<file path="src/rtl/uart_irq_pkg.sv">
`timescale 1ns/1ps
package uart_irq_pkg;

  localparam int IE_RX    = 0;
  localparam int IE_THRE  = 1;
  localparam int IE_LINE  = 2;
  localparam int IE_MODEM = 3;

  typedef enum logic [3:0] {
    ID_MODEM   = 4'd0,
    ID_NONE    = 4'd1,
    ID_THRE    = 4'd2,
    ID_RXDATA  = 4'd4,
    ID_LINE    = 4'd6,
    ID_BUSY    = 4'd7,
    ID_TIMEOUT = 4'd12
  } iid_e;

  typedef struct packed {
    logic line;
    logic rxdata;
    logic timeout;
    logic thre;
    logic modem;
    logic busy;
  } irq_pend_t;

  // Highest pending source wins.
  function automatic iid_e pick_id(irq_pend_t p);
    iid_e id;
    if (p.line)         id = ID_LINE;
    else if (p.rxdata)  id = ID_RXDATA;
    else if (p.timeout) id = ID_TIMEOUT;
    else if (p.thre)    id = ID_THRE;
    else if (p.modem)   id = ID_MODEM;
    else if (p.busy)    id = ID_BUSY;
    else                id = ID_NONE;
    return id;
  endfunction

  function automatic logic [7:0] pack_iir(iid_e id, logic fifo_en);
    return {{2{fifo_en}}, 2'b00, id};
  endfunction

  function automatic logic irq_of(iid_e id);
    return id != ID_NONE;
  endfunction

endpackage

</file>
<file path="src/rtl/uart_irq_sticky.sv">
`timescale 1ns/1ps
module uart_irq_sticky #(
  parameter int W = 1
) (
  input  logic         clk,
  input  logic         rst_n,
  input  logic [W-1:0] set_i,
  input  logic         clr_i,
  output logic [W-1:0] q_o
);

  logic [W-1:0] q_r;

  generate
    for (genvar i = 0; i < W; i++) begin : g_bit
      always_ff @(posedge clk) begin
        if (!rst_n)        q_r[i] <= 1'b0;
        else if (set_i[i]) q_r[i] <= 1'b1;
        else if (clr_i)    q_r[i] <= 1'b0;
      end
    end
  endgenerate

  assign q_o = q_r;


  set_wins_chk: assert property (@(posedge clk) disable iff (!rst_n)
    (set_i[0] && clr_i) |=> q_o[0]);

endmodule

</file>
<file path="src/rtl/uart_irq_thre.sv">
`timescale 1ns/1ps
module uart_irq_thre (
  input  logic clk,
  input  logic rst_n,
  input  logic thr_empty_i,
  input  logic enable_i,
  input  logic thr_wr_i,
  input  logic ack_i,
  output logic pend_o
);

  logic empty_q, en_q, pend_q;
  logic set_w, clr_w;

  assign set_w = (thr_empty_i && !empty_q) || (enable_i && !en_q && thr_empty_i);
  assign clr_w = thr_wr_i || ack_i;

  always_ff @(posedge clk) begin
    if (!rst_n) begin
      empty_q <= 1'b0;
      en_q    <= 1'b0;
      pend_q  <= 1'b0;
    end else begin
      empty_q <= thr_empty_i;
      en_q    <= enable_i;
      if (set_w)      pend_q <= 1'b1;
      else if (clr_w) pend_q <= 1'b0;
    end
  end

  assign pend_o = pend_q;


  thre_ack_clears_chk: assert property (@(posedge clk) disable iff (!rst_n)
    (ack_i && !set_w) |=> !pend_o);

endmodule

</file>
<file path="src/rtl/uart_irq_sources.sv">
`timescale 1ns/1ps
module uart_irq_sources
  import uart_irq_pkg::*;
#(
  parameter int IER_W = 8,
  parameter int ERR_W = 4,
  parameter int MSR_W = 4
) (
  input  logic             clk,
  input  logic             rst_n,
  input  logic [IER_W-1:0] ier_i,
  input  logic [ERR_W-1:0] line_err_i,
  input  logic             lsr_rd_i,
  input  logic             rx_trig_i,
  input  logic             rx_tmo_i,
  input  logic             rbr_rd_i,
  input  logic             thr_empty_i,
  input  logic             thr_wr_i,
  input  logic             thre_ack_i,
  input  logic [MSR_W-1:0] modem_delta_i,
  input  logic             msr_rd_i,
  input  logic             lcr_wr_i,
  input  logic             uart_busy_i,
  input  logic             usr_rd_i,
  output irq_pend_t        pend_o
);

  logic [ERR_W-1:0] err_q;
  logic [MSR_W-1:0] modem_q;
  logic             tmo_q;
  logic             busy_q;
  logic             thre_q;
  logic             busy_set_w;

  assign busy_set_w = lcr_wr_i && uart_busy_i;

  uart_irq_sticky #(.W(ERR_W)) u_err (
    .clk(clk), .rst_n(rst_n), .set_i(line_err_i), .clr_i(lsr_rd_i), .q_o(err_q));

  uart_irq_sticky #(.W(MSR_W)) u_modem (
    .clk(clk), .rst_n(rst_n), .set_i(modem_delta_i), .clr_i(msr_rd_i), .q_o(modem_q));

  uart_irq_sticky #(.W(1)) u_tmo (
    .clk(clk), .rst_n(rst_n), .set_i(rx_tmo_i), .clr_i(rbr_rd_i), .q_o(tmo_q));

  uart_irq_sticky #(.W(1)) u_busy (
    .clk(clk), .rst_n(rst_n), .set_i(busy_set_w), .clr_i(usr_rd_i), .q_o(busy_q));

  uart_irq_thre u_thre (
    .clk(clk), .rst_n(rst_n), .thr_empty_i(thr_empty_i), .enable_i(ier_i[IE_THRE]),
    .thr_wr_i(thr_wr_i), .ack_i(thre_ack_i), .pend_o(thre_q));

  always_comb begin
    pend_o.line    = (|err_q) && ier_i[IE_LINE];
    pend_o.rxdata  = rx_trig_i && ier_i[IE_RX];
    pend_o.timeout = tmo_q && ier_i[IE_RX];
    pend_o.thre    = thre_q && ier_i[IE_THRE];
    pend_o.modem   = (|modem_q) && ier_i[IE_MODEM];
    pend_o.busy    = busy_q;
  end


  busy_hold_chk: assert property (@(posedge clk) disable iff (!rst_n)
    (busy_q && !usr_rd_i) |=> busy_q);


  modem_clear_chk: assert property (@(posedge clk) disable iff (!rst_n)
    (msr_rd_i && !(|modem_delta_i)) |=> !(|modem_q));

endmodule

</file>
<file path="src/rtl/uart_irq_prio.sv">
`timescale 1ns/1ps
module uart_irq_prio
  import uart_irq_pkg::*;
(
  input  irq_pend_t  pend_i,
  input  logic       fifo_en_i,
  output iid_e       id_o,
  output logic [7:0] iir_o,
  output logic       irq_o
);

  always_comb begin
    id_o  = pick_id(pend_i);
    iir_o = pack_iir(id_o, fifo_en_i);
    irq_o = irq_of(id_o);
  end

endmodule

</file>
<file path="src/rtl/uart_irq_ident.sv">
`timescale 1ns/1ps
module uart_irq_ident
  import uart_irq_pkg::*;
#(
  parameter int IER_W = 8,
  parameter int ERR_W = 4,
  parameter int MSR_W = 4
) (
  input  logic             clk,
  input  logic             rst_n,
  input  logic             fifo_en_i,
  input  logic [IER_W-1:0] ier_i,
  input  logic [ERR_W-1:0] line_err_i,
  input  logic             lsr_rd_i,
  input  logic             rx_trig_i,
  input  logic             rx_tmo_i,
  input  logic             rbr_rd_i,
  input  logic             thr_empty_i,
  input  logic             thr_wr_i,
  input  logic             iir_rd_i,
  input  logic [MSR_W-1:0] modem_delta_i,
  input  logic             msr_rd_i,
  input  logic             lcr_wr_i,
  input  logic             uart_busy_i,
  input  logic             usr_rd_i,
  output logic             irq_o,
  output logic [7:0]       iir_o
);

  irq_pend_t pend_w;
  iid_e      id_w;
  logic      thre_ack_w;
  logic      past_ok_q;

  // Acknowledge transmit empty only when the read actually reports it.
  assign thre_ack_w = iir_rd_i && (id_w == ID_THRE);

  uart_irq_sources #(.IER_W(IER_W), .ERR_W(ERR_W), .MSR_W(MSR_W)) u_src (
    .clk(clk), .rst_n(rst_n), .ier_i(ier_i),
    .line_err_i(line_err_i), .lsr_rd_i(lsr_rd_i),
    .rx_trig_i(rx_trig_i), .rx_tmo_i(rx_tmo_i), .rbr_rd_i(rbr_rd_i),
    .thr_empty_i(thr_empty_i), .thr_wr_i(thr_wr_i), .thre_ack_i(thre_ack_w),
    .modem_delta_i(modem_delta_i), .msr_rd_i(msr_rd_i),
    .lcr_wr_i(lcr_wr_i), .uart_busy_i(uart_busy_i), .usr_rd_i(usr_rd_i),
    .pend_o(pend_w));

  uart_irq_prio u_prio (
    .pend_i(pend_w), .fifo_en_i(fifo_en_i),
    .id_o(id_w), .iir_o(iir_o), .irq_o(irq_o));

  always_ff @(posedge clk) begin
    if (!rst_n) past_ok_q <= 1'b0;
    else        past_ok_q <= 1'b1;
  end


  line_report_chk: assert property (@(posedge clk) disable iff (!rst_n)
    (past_ok_q && ier_i[IE_LINE] && $past(|line_err_i)) |-> (iir_o[3:0] == 4'd6));


  line_top_chk: assert property (@(posedge clk) disable iff (!rst_n)
    pend_w.line |-> (iir_o[3:0] == 4'd6));


  quiet_chk: assert property (@(posedge clk) disable iff (!rst_n)
    ((ier_i[3:0] == 4'd0) && !pend_w.busy) |-> !irq_o);

endmodule

</file>
<file path="config.mk">
export PLATFORM = sky130hd
export DESIGN_NAME = uart_irq_ident
export DESIGN_NICKNAME = d
export VERILOG_FILES = /design/src/rtl/uart_irq_pkg.sv /design/src/rtl/uart_irq_sticky.sv /design/src/rtl/uart_irq_thre.sv /design/src/rtl/uart_irq_sources.sv /design/src/rtl/uart_irq_prio.sv /design/src/rtl/uart_irq_ident.sv
export SDC_FILE = /design/constraint.sdc
export NUM_CORES = 1
export LEC_CHECK = 0
export BUFFER_PORTS_ARGS = -buffer_cell sky130_fd_sc_hd__buf_2
export CAP_MARGIN = 20
export CORE_MARGIN = 2
export CORE_UTILIZATION = 42
export CTS_CLUSTER_DIAMETER = 120
export DETAILED_ROUTE_END_ITERATION = 10
export PLACE_DENSITY = 0.83
export SYNTH_ARGS = -nofsm -noshare
export SYNTH_HDL_FRONTEND = slang
export SYNTH_SLANG_ARGS = --single-unit
</file>
<file path="constraint.sdc">
create_clock -name clk -period 2.65 [get_ports clk]
set_input_delay 0.53 -clock clk [delete_from_list [all_inputs] [get_ports clk]]
set_output_delay 0.53 -clock clk [all_outputs]
set_load 0.01 [all_outputs]
</file>
==> metrics.md, run 1 <==
| Metric | Value |
|---|---|
| Sequential share of the synthesized area | `43.97%` |
| Worst Path Max Fanout | `4` |
| Top cell type's share of synthesized area | `43.97%` |
| Kind of end point of the critical path | `output port` |
| Asr flop ratio synth | `0%` |
| Seq cells post-synth | `13` |
| GP Congestion | `0.7055` |
| RR Endpoint | `u_src.u_thre.pend_o` |
| Fin. max-slew vios | `0` |
| Post-synthesis cell count | `60` |
| Avg Inst Size Synth | `9.864 sq um` |
| PortBufs | `29` |
| Data arrival time of the critical path | `1.66 ns` |
| Routed Antenna Nets | `0` |
| CTS tree | `yes` |
| Post-Layout Cell Count | `104` |
| R2R cell count | `3` |
| Power Total | `0.0004025 W` |
| Hold Violations, Final | `0` |
| Fin nets | `120` |
| DRC Markers | `0` |
| R2r setup slk | `1.38 ns` |
| Top cells by area, synth | `dfxtp_1 44%, o21a_1 11%, nor2b_1 9.5%` |
| Initial core utilization | `45.48%` |
| Vias in the first global route | `472` |
| Status | `completed` |
| Layout area overhead | `27.27%` |
| TritonCTS buffer count | `3` |
| Total gr overflow | `0` |
| Hold-fix buffers at CTS | `0` |
| Die H | `41.54 um` |
| Top Ports | `39` |
| Antenna violations before repair | `0` |
| Yosys top cell by area | `dfxtp_1` |
| Warnings from Yosys | `0` |
| Vias/cell | `4.856` |
| Diode count | `0` |
| Worst skew pair latency | `0.27 ns` |
| Power Density | `534.4 nW/um^2` |
| Final TNS setup | `0 ns` |
| Max IR drop VDD | `0.0002512 V` |
| Buffer type at the clock tree root | `clkbuf_4` |
| Leakage | `0.3630 nW` |
| H-Tree Depth | `1` |
| Total GRT Usage | `13.96%` |
| Primary FF master, synth | `dfxtp_1` |
| Row count | `13` |
| CTS Sinks | `13` |
| Core Box Area | `1301 sq um` |
| Combined area of all synthesized cells | `591.8 sq um` |
| RSZ-0062 raised after global routing | `no` |
| Avg WL per Cell | `10.22 um` |
| Final Skew | `0.0005855 ns` |
| Max Cap Viol | `0` |
| Wirelength, routed | `1063 um` |
| Setup Viol. Count Final | `0` |
| Crit Reg-Reg Startpoint | `u_src.u_err.q_o[0]` |
| Critical Path RT | `2.12 ns` |
| CTS clk-pin slew, worst paths | `0.08 ns` |
| Die Footprint | `1725 sq um` |
| HP Class | `in2reg` |
| Router iterations before antenna repair | `2` |
| Setup bufs post-CTS | `0` |
| EDFF count, synth | `0` |
| Min-delay src | `rx_tmo_i` |
| Final period util | `82.51%` |
| Worst Path Class, Setup | `reg2out` |
| Largest net degree at the start of global routing | `14` |
| Synth cell types | `22` |
| Hold Crit Endpoint | `u_src.u_tmo.q_o` |
| Hold Path Cell Cnt | `2` |
| Fmax | `457.3 MHz` |
| Via count | `505` |
| CP Launch Type | `flip-flop` |
| Fin crit period | `2.187 ns` |
| Layout cells sized above 1 | `40.45%` |
| First DRT Iteration DRCs | `1` |
| Post-cts resize count | `0` |
| Chip width | `41.54 um` |
| Post-Place Cells | `100` |
| First-pass GRT wire length | `1842 um` |
| Clock buffer depth | `2` |
## routing by layer
layer	vias up	wire (um)	track usage (%)
met2	21	508	24.06
met4	0	8	3.871
li1	260	-	-
met3	2	83	6.087
met5	-	0	0
met1	222	463	15.49
## area by class of cell
type	instances	area, sq um
fillers	128	548.0
inverters	1	3.754
clock inverters	1	5.005
clock buffers	3	22.52
flip-flops and latches	13	260.3
well taps	15	18.77
multi-input cells	42	297.8
repair buffers	29	145.1
## state kept, by name, indices dropped and copies added, names as in the netlist
register and flops:
u_src.u_thre.en_q 1, u_src.u_thre.pend_o 1, u_src.u_tmo.q_o 1, u_src.u_err.q_o 4
u_src.u_thre.empty_q 1, u_src.u_modem.q_o 4, u_src.u_busy.q_o 1
## worst max-delay path, cell delays in order, from the launching register on
cell	delay [ns]
dfxtp_1	0.34
o41ai_4	0.44
nand2_2	0.11
or3_1	0.36
buf_2	0.14
## power by group
group | switching [W] | internal [W] | leakage, nW
Clock | 0.0000625 | 0.0000559 | 0.0177
Sequential | 0.00000864 | 0.000208 | 0.109
Combinational | 0.0000300 | 0.0000375 | 0.237
## cells by family (layout without fill, tap and decap cells)
logic type	count (synthesis)	after routing	share of synthesized area (%)
AOI/OAI and AO/OA	16	16	25.37
buffers and inverters	6	34	6.341
DFF	13	13	43.97
other	1	2	0.6336
and+or+nand+nor	24	24	23.68
## cell usage in the layout, fill, tap and decap left out, types with 2 or more instances in the layout
| cell | count |
|---|---|
| and2_1 | 2 |
| dfxtp_1 | 13 |
| nor2b_1 | 9 |
| nand2b_1 | 2 |
| o21a_1 | 9 |
| a21boi_1 | 2 |
| clkbuf_4 | 3 |
| buf_2 | 29 |
| nand2_1 | 3 |
| nand3_1 | 3 |
| conb_1 | 2 |
## how the worst max path moves through the flow
| stage | from | end | slack, ns | depth (start not counted) |
|---|---|---|---|---|
| 3_5_place_dp | rx_trig_i | irq_o | 0.59 | 5 |
| 3_3_place_gp | rx_trig_i | irq_o | 0.63 | 5 |
| 2_1_floorplan | rx_trig_i | irq_o | 0.88 | 3 |
| 6_report | u_src.u_err.q_o[0] | irq_o | 0.46 | 4 |
| 4_1_cts | u_src.u_err.q_o[0] | irq_o | 0.44 | 4 |
| 5_1_grt | u_src.u_err.q_o[0] | irq_o | 0.35 | 4 |
## cell usage after synthesis, drive strengths merged (2+ instances only)
| master | instances |
|---|---|
| nor2b | 9 |
| nand3 | 3 |
| and2 | 2 |
| nand2 | 4 |
| o21a | 9 |
| nand2b | 2 |
| o41ai | 2 |
| buf | 4 |
| a21boi | 2 |
| dfxtp | 13 |
## through the flow
| step | cell area, sq um | setup WS (ns) | utilization, % | hold slack [ns] |
|---|---|---|---|---|
| floorplan | 595.6 | 0.8786 | - | 0.4661 |
| global placement | 725.7 | 0.6258 | 55.77 | 0.4874 |
| detailed placement | 725.7 | 0.5938 | 55.77 | 0.5013 |
| CTS | 753.2 | 0.4415 | 57.88 | 0.4538 |
| global route | 753.2 | 0.3483 | 57.88 | 0.4496 |
| finish | 753.2 | 0.4635 | 57.88 | 0.4613 |
No activity file was read; power rests on OpenSTA's default activity.
==> inputs of run 2 (changes only) <==
--- a/config.mk
+++ b/config.mk
@@ -7,11 +7,12 @@
 export LEC_CHECK = 0
 export BUFFER_PORTS_ARGS = -buffer_cell sky130_fd_sc_hd__buf_2
 export CAP_MARGIN = 20
+export CORE_ASPECT_RATIO = 0.9
 export CORE_MARGIN = 2
-export CORE_UTILIZATION = 42
+export CORE_UTILIZATION = 35
 export CTS_CLUSTER_DIAMETER = 120
 export DETAILED_ROUTE_END_ITERATION = 10
-export PLACE_DENSITY = 0.83
+export PLACE_DENSITY = 0.74
 export SYNTH_ARGS = -nofsm -noshare
 export SYNTH_HDL_FRONTEND = slang
 export SYNTH_SLANG_ARGS = --single-unit
==> constraint.sdc (replaced) <==
create_clock -name clk -period 1.85 [get_ports clk]
set_input_delay 0.37 -clock clk [delete_from_list [all_inputs] [get_ports clk]]
set_output_delay 0.37 -clock clk [all_outputs]
set_load 0.01 [all_outputs]
==> metrics.md, run 2 (synthesized netlist as in run 1, its figures left out) <==
| Metric | Value |
|---|---|
| Status | `complete, but fails checks` |
| Failing checks | `negative setup slack` |
| Initial core utilization | `36.33% (-9.2 points)` |
| Worst skew pair latency | `0.26 ns (about the same)` |
| First-pass GRT wire length | `2076 um (+13%)` |
| Worst Path Class, Setup | `reg2out` |
| Die Footprint | `2036 sq um (+18%)` |
| Fin crit period | `1.953 ns` |
| Fin nets | `124 (+3.3%)` |
| Routed Antenna Nets | `0 (unchanged)` |
| Via count | `513 (+1.6%)` |
| Worst setup margin | `-0.1026 ns (-0.5661 ns)` |
| Chip width | `47.35 um (+14%)` |
| CTS clk-pin slew, worst paths | `0.07 ns (about the same)` |
| Critical Path RT | `1.48 ns (-0.64 ns)` |
| Cell family with most CP delay | `simple AND/OR/NAND/NOR gates` |
| Avg WL per Cell | `9.915 um (-3.0%)` |
| Fin. max-slew vios | `0 (unchanged)` |
| Row count | `14 (+1)` |
| Post-route cell area | `822.0 sq um (+9.1%)` |
| Power Density | `724.1 nW/um^2 (+36%)` |
| CP Launch Type | `flip-flop` |
| Diode count | `0 (unchanged)` |
| Min Hold Slack | `0.3042 ns (-0.1571 ns)` |
| Commonest cells after routing, fill and taps aside | `29 x buf_2, 10 x dfxtp_1, 9 x nor2b_1, 9 x o21a_1` |
| Layout cells sized above 1 | `47.31% (+6.9 points)` |
| Crit-path cells | `o41ai_4 > nand2_1 > or3_1 > buf_2` |
| Largest net degree at the start of global routing | `14 (unchanged)` |
| Layout area overhead | `38.90%` |
| Total gr overflow | `0 (unchanged)` |
| Die H | `43.01 um (+3.6%)` |
| CTS tree | `yes` |
| Final Skew | `0.0007897 ns (+0.0002042 ns)` |
| Data arrival time of the critical path | `1.58 ns (-0.08 ns)` |
| Vias/cell | `4.385 (-9.7%)` |
| Core Box Area | `1629 sq um (+25%)` |
| TritonCTS buffer count | `3 (unchanged)` |
| Setup Viol. Count Final | `2 (+2)` |
| Top Ports | `39 (unchanged)` |
| HP Class | `in2reg` |
| CTS Sinks | `13 (unchanged)` |
| Kind of end point of the critical path | `output port` |
| Buffer type at the clock tree root | `clkbuf_4` |
| Leakage | `0.3882 nW (+6.9%)` |
| First DRT Iteration DRCs | `5 (+4)` |
| HPWL after DPL | `861.2 um` |
| WP buf/inv | `1 (unchanged)` |
| RSZ-0062 raised after global routing | `yes` |
| Final period util | `105.5%` |
| Max IR drop VDD | `0.0004112 V (+64%)` |
| Power Total | `0.0005953 W (+48%)` |
| Leading cell type in the layout, fill and taps excluded | `buf_2` |
| Worst Path Max Fanout | `2 (-2)` |
| Vias in the first global route | `520 (+10%)` |
| Cell Area, Placed | `752.0 sq um (+3.6%)` |
| PortBufs | `29 (unchanged)` |
| Hold Violations, Final | `0 (unchanged)` |
| Total GRT Usage | `14.69% (+0.73 points)` |
| Router iterations before antenna repair | `4 (+2)` |
| H-Tree Depth | `1 (unchanged)` |
| DRC Markers | `0 (unchanged)` |
| Slowest CP cell | `o41ai_4` |
| GP Congestion | `0.6877 (-2.5%)` |
| Fillcell total | `185 (+45%)` |
| Max Cap Viol | `0 (unchanged)` |
| Antenna violations before repair | `0 (unchanged)` |
| Fmax | `512.1 MHz` |
| Max incr delay on CP | `0.38 ns (-0.06 ns)` |
| Clock buffer depth | `2 (unchanged)` |
| Wirelength, routed | `1160 um (+9.1%)` |
-- run 2: cell count changes in the layout (fill, tap and decap cells not counted), moves of 2 or more --
cell and delta:
dfxtp_2 +3, buf_4 +3, dfxtp_1 -3, nand3_1 -2
nand3_2 +2
-- run 2: repair_timing --
| item | CTS | global route |
|---|---|---|
| gates cloned | 0 | 0 |
| setup buffers | 3 | 0 |
| pin swaps | 3 | 6 |
| resized for setup | 2 | 5 |
| setup endpoints to repair | 2 | 5 |
| hold buffers | 0 | 0 |
-- run 2: worst paths after layout --
path / startpoint / to / slack, ns / depth (start not counted)
max: u_src.u_modem.q_o[0] / irq_o / -0.10 / 4
min: modem_delta_i[1] / u_src.u_modem.q_o[1] / 0.30 / 2
max reg2reg: u_src.u_err.q_o[0] / u_src.u_thre.pend_o / 0.53 / 4
min reg2reg: u_src.u_busy.q_o / u_src.u_busy.q_o / 0.52 / 2
-- run 2: cell type report --
cell class              count  area [sq um]  share of cell area [%]
repair buffers             33         178.9                   21.77
multi-input cells          42         319.1                   38.81
inverters                   1         3.754                  0.4566
well taps                  24         30.03                   3.653
clock buffers               4         26.28                   3.196
flip-flops and latches     13         264.0                   32.12
-- run 2: power by group --
part | total (W) | switching [W] | internal, W
registers | 0.000314 | 0.0000149 | 0.000299
logic | 0.000114 | 0.0000477 | 0.0000660
clock network | 0.000168 | 0.0000845 | 0.0000834
-- run 2: routing by layer --
layer,global-route usage [%],part of all wire [%]
met3,7.660,7.3
met4,3.333,0
met1,18.80,47
met2,21.62,46
met5,0,0
-- run 2: per-stage QoR --
| step | setup TNS, ns | utilization, % | setup WS (ns) | cells |
|---|---|---|---|---|
| 3_5_place_dp | 0 | 46.16 | 0.1356 | 111 |
| 6_report | -0.1305 | 50.46 | -0.1026 | 117 |
| 4_1_cts | -0.1686 | 49.46 | -0.1018 | 117 |
| 3_3_place_gp | 0 | 46.16 | 0.1711 | 111 |
| 2_1_floorplan | 0 | - | 0.2857 | 61 |
| 5_1_grt | -0.4304 | 50.46 | -0.1554 | 117 |
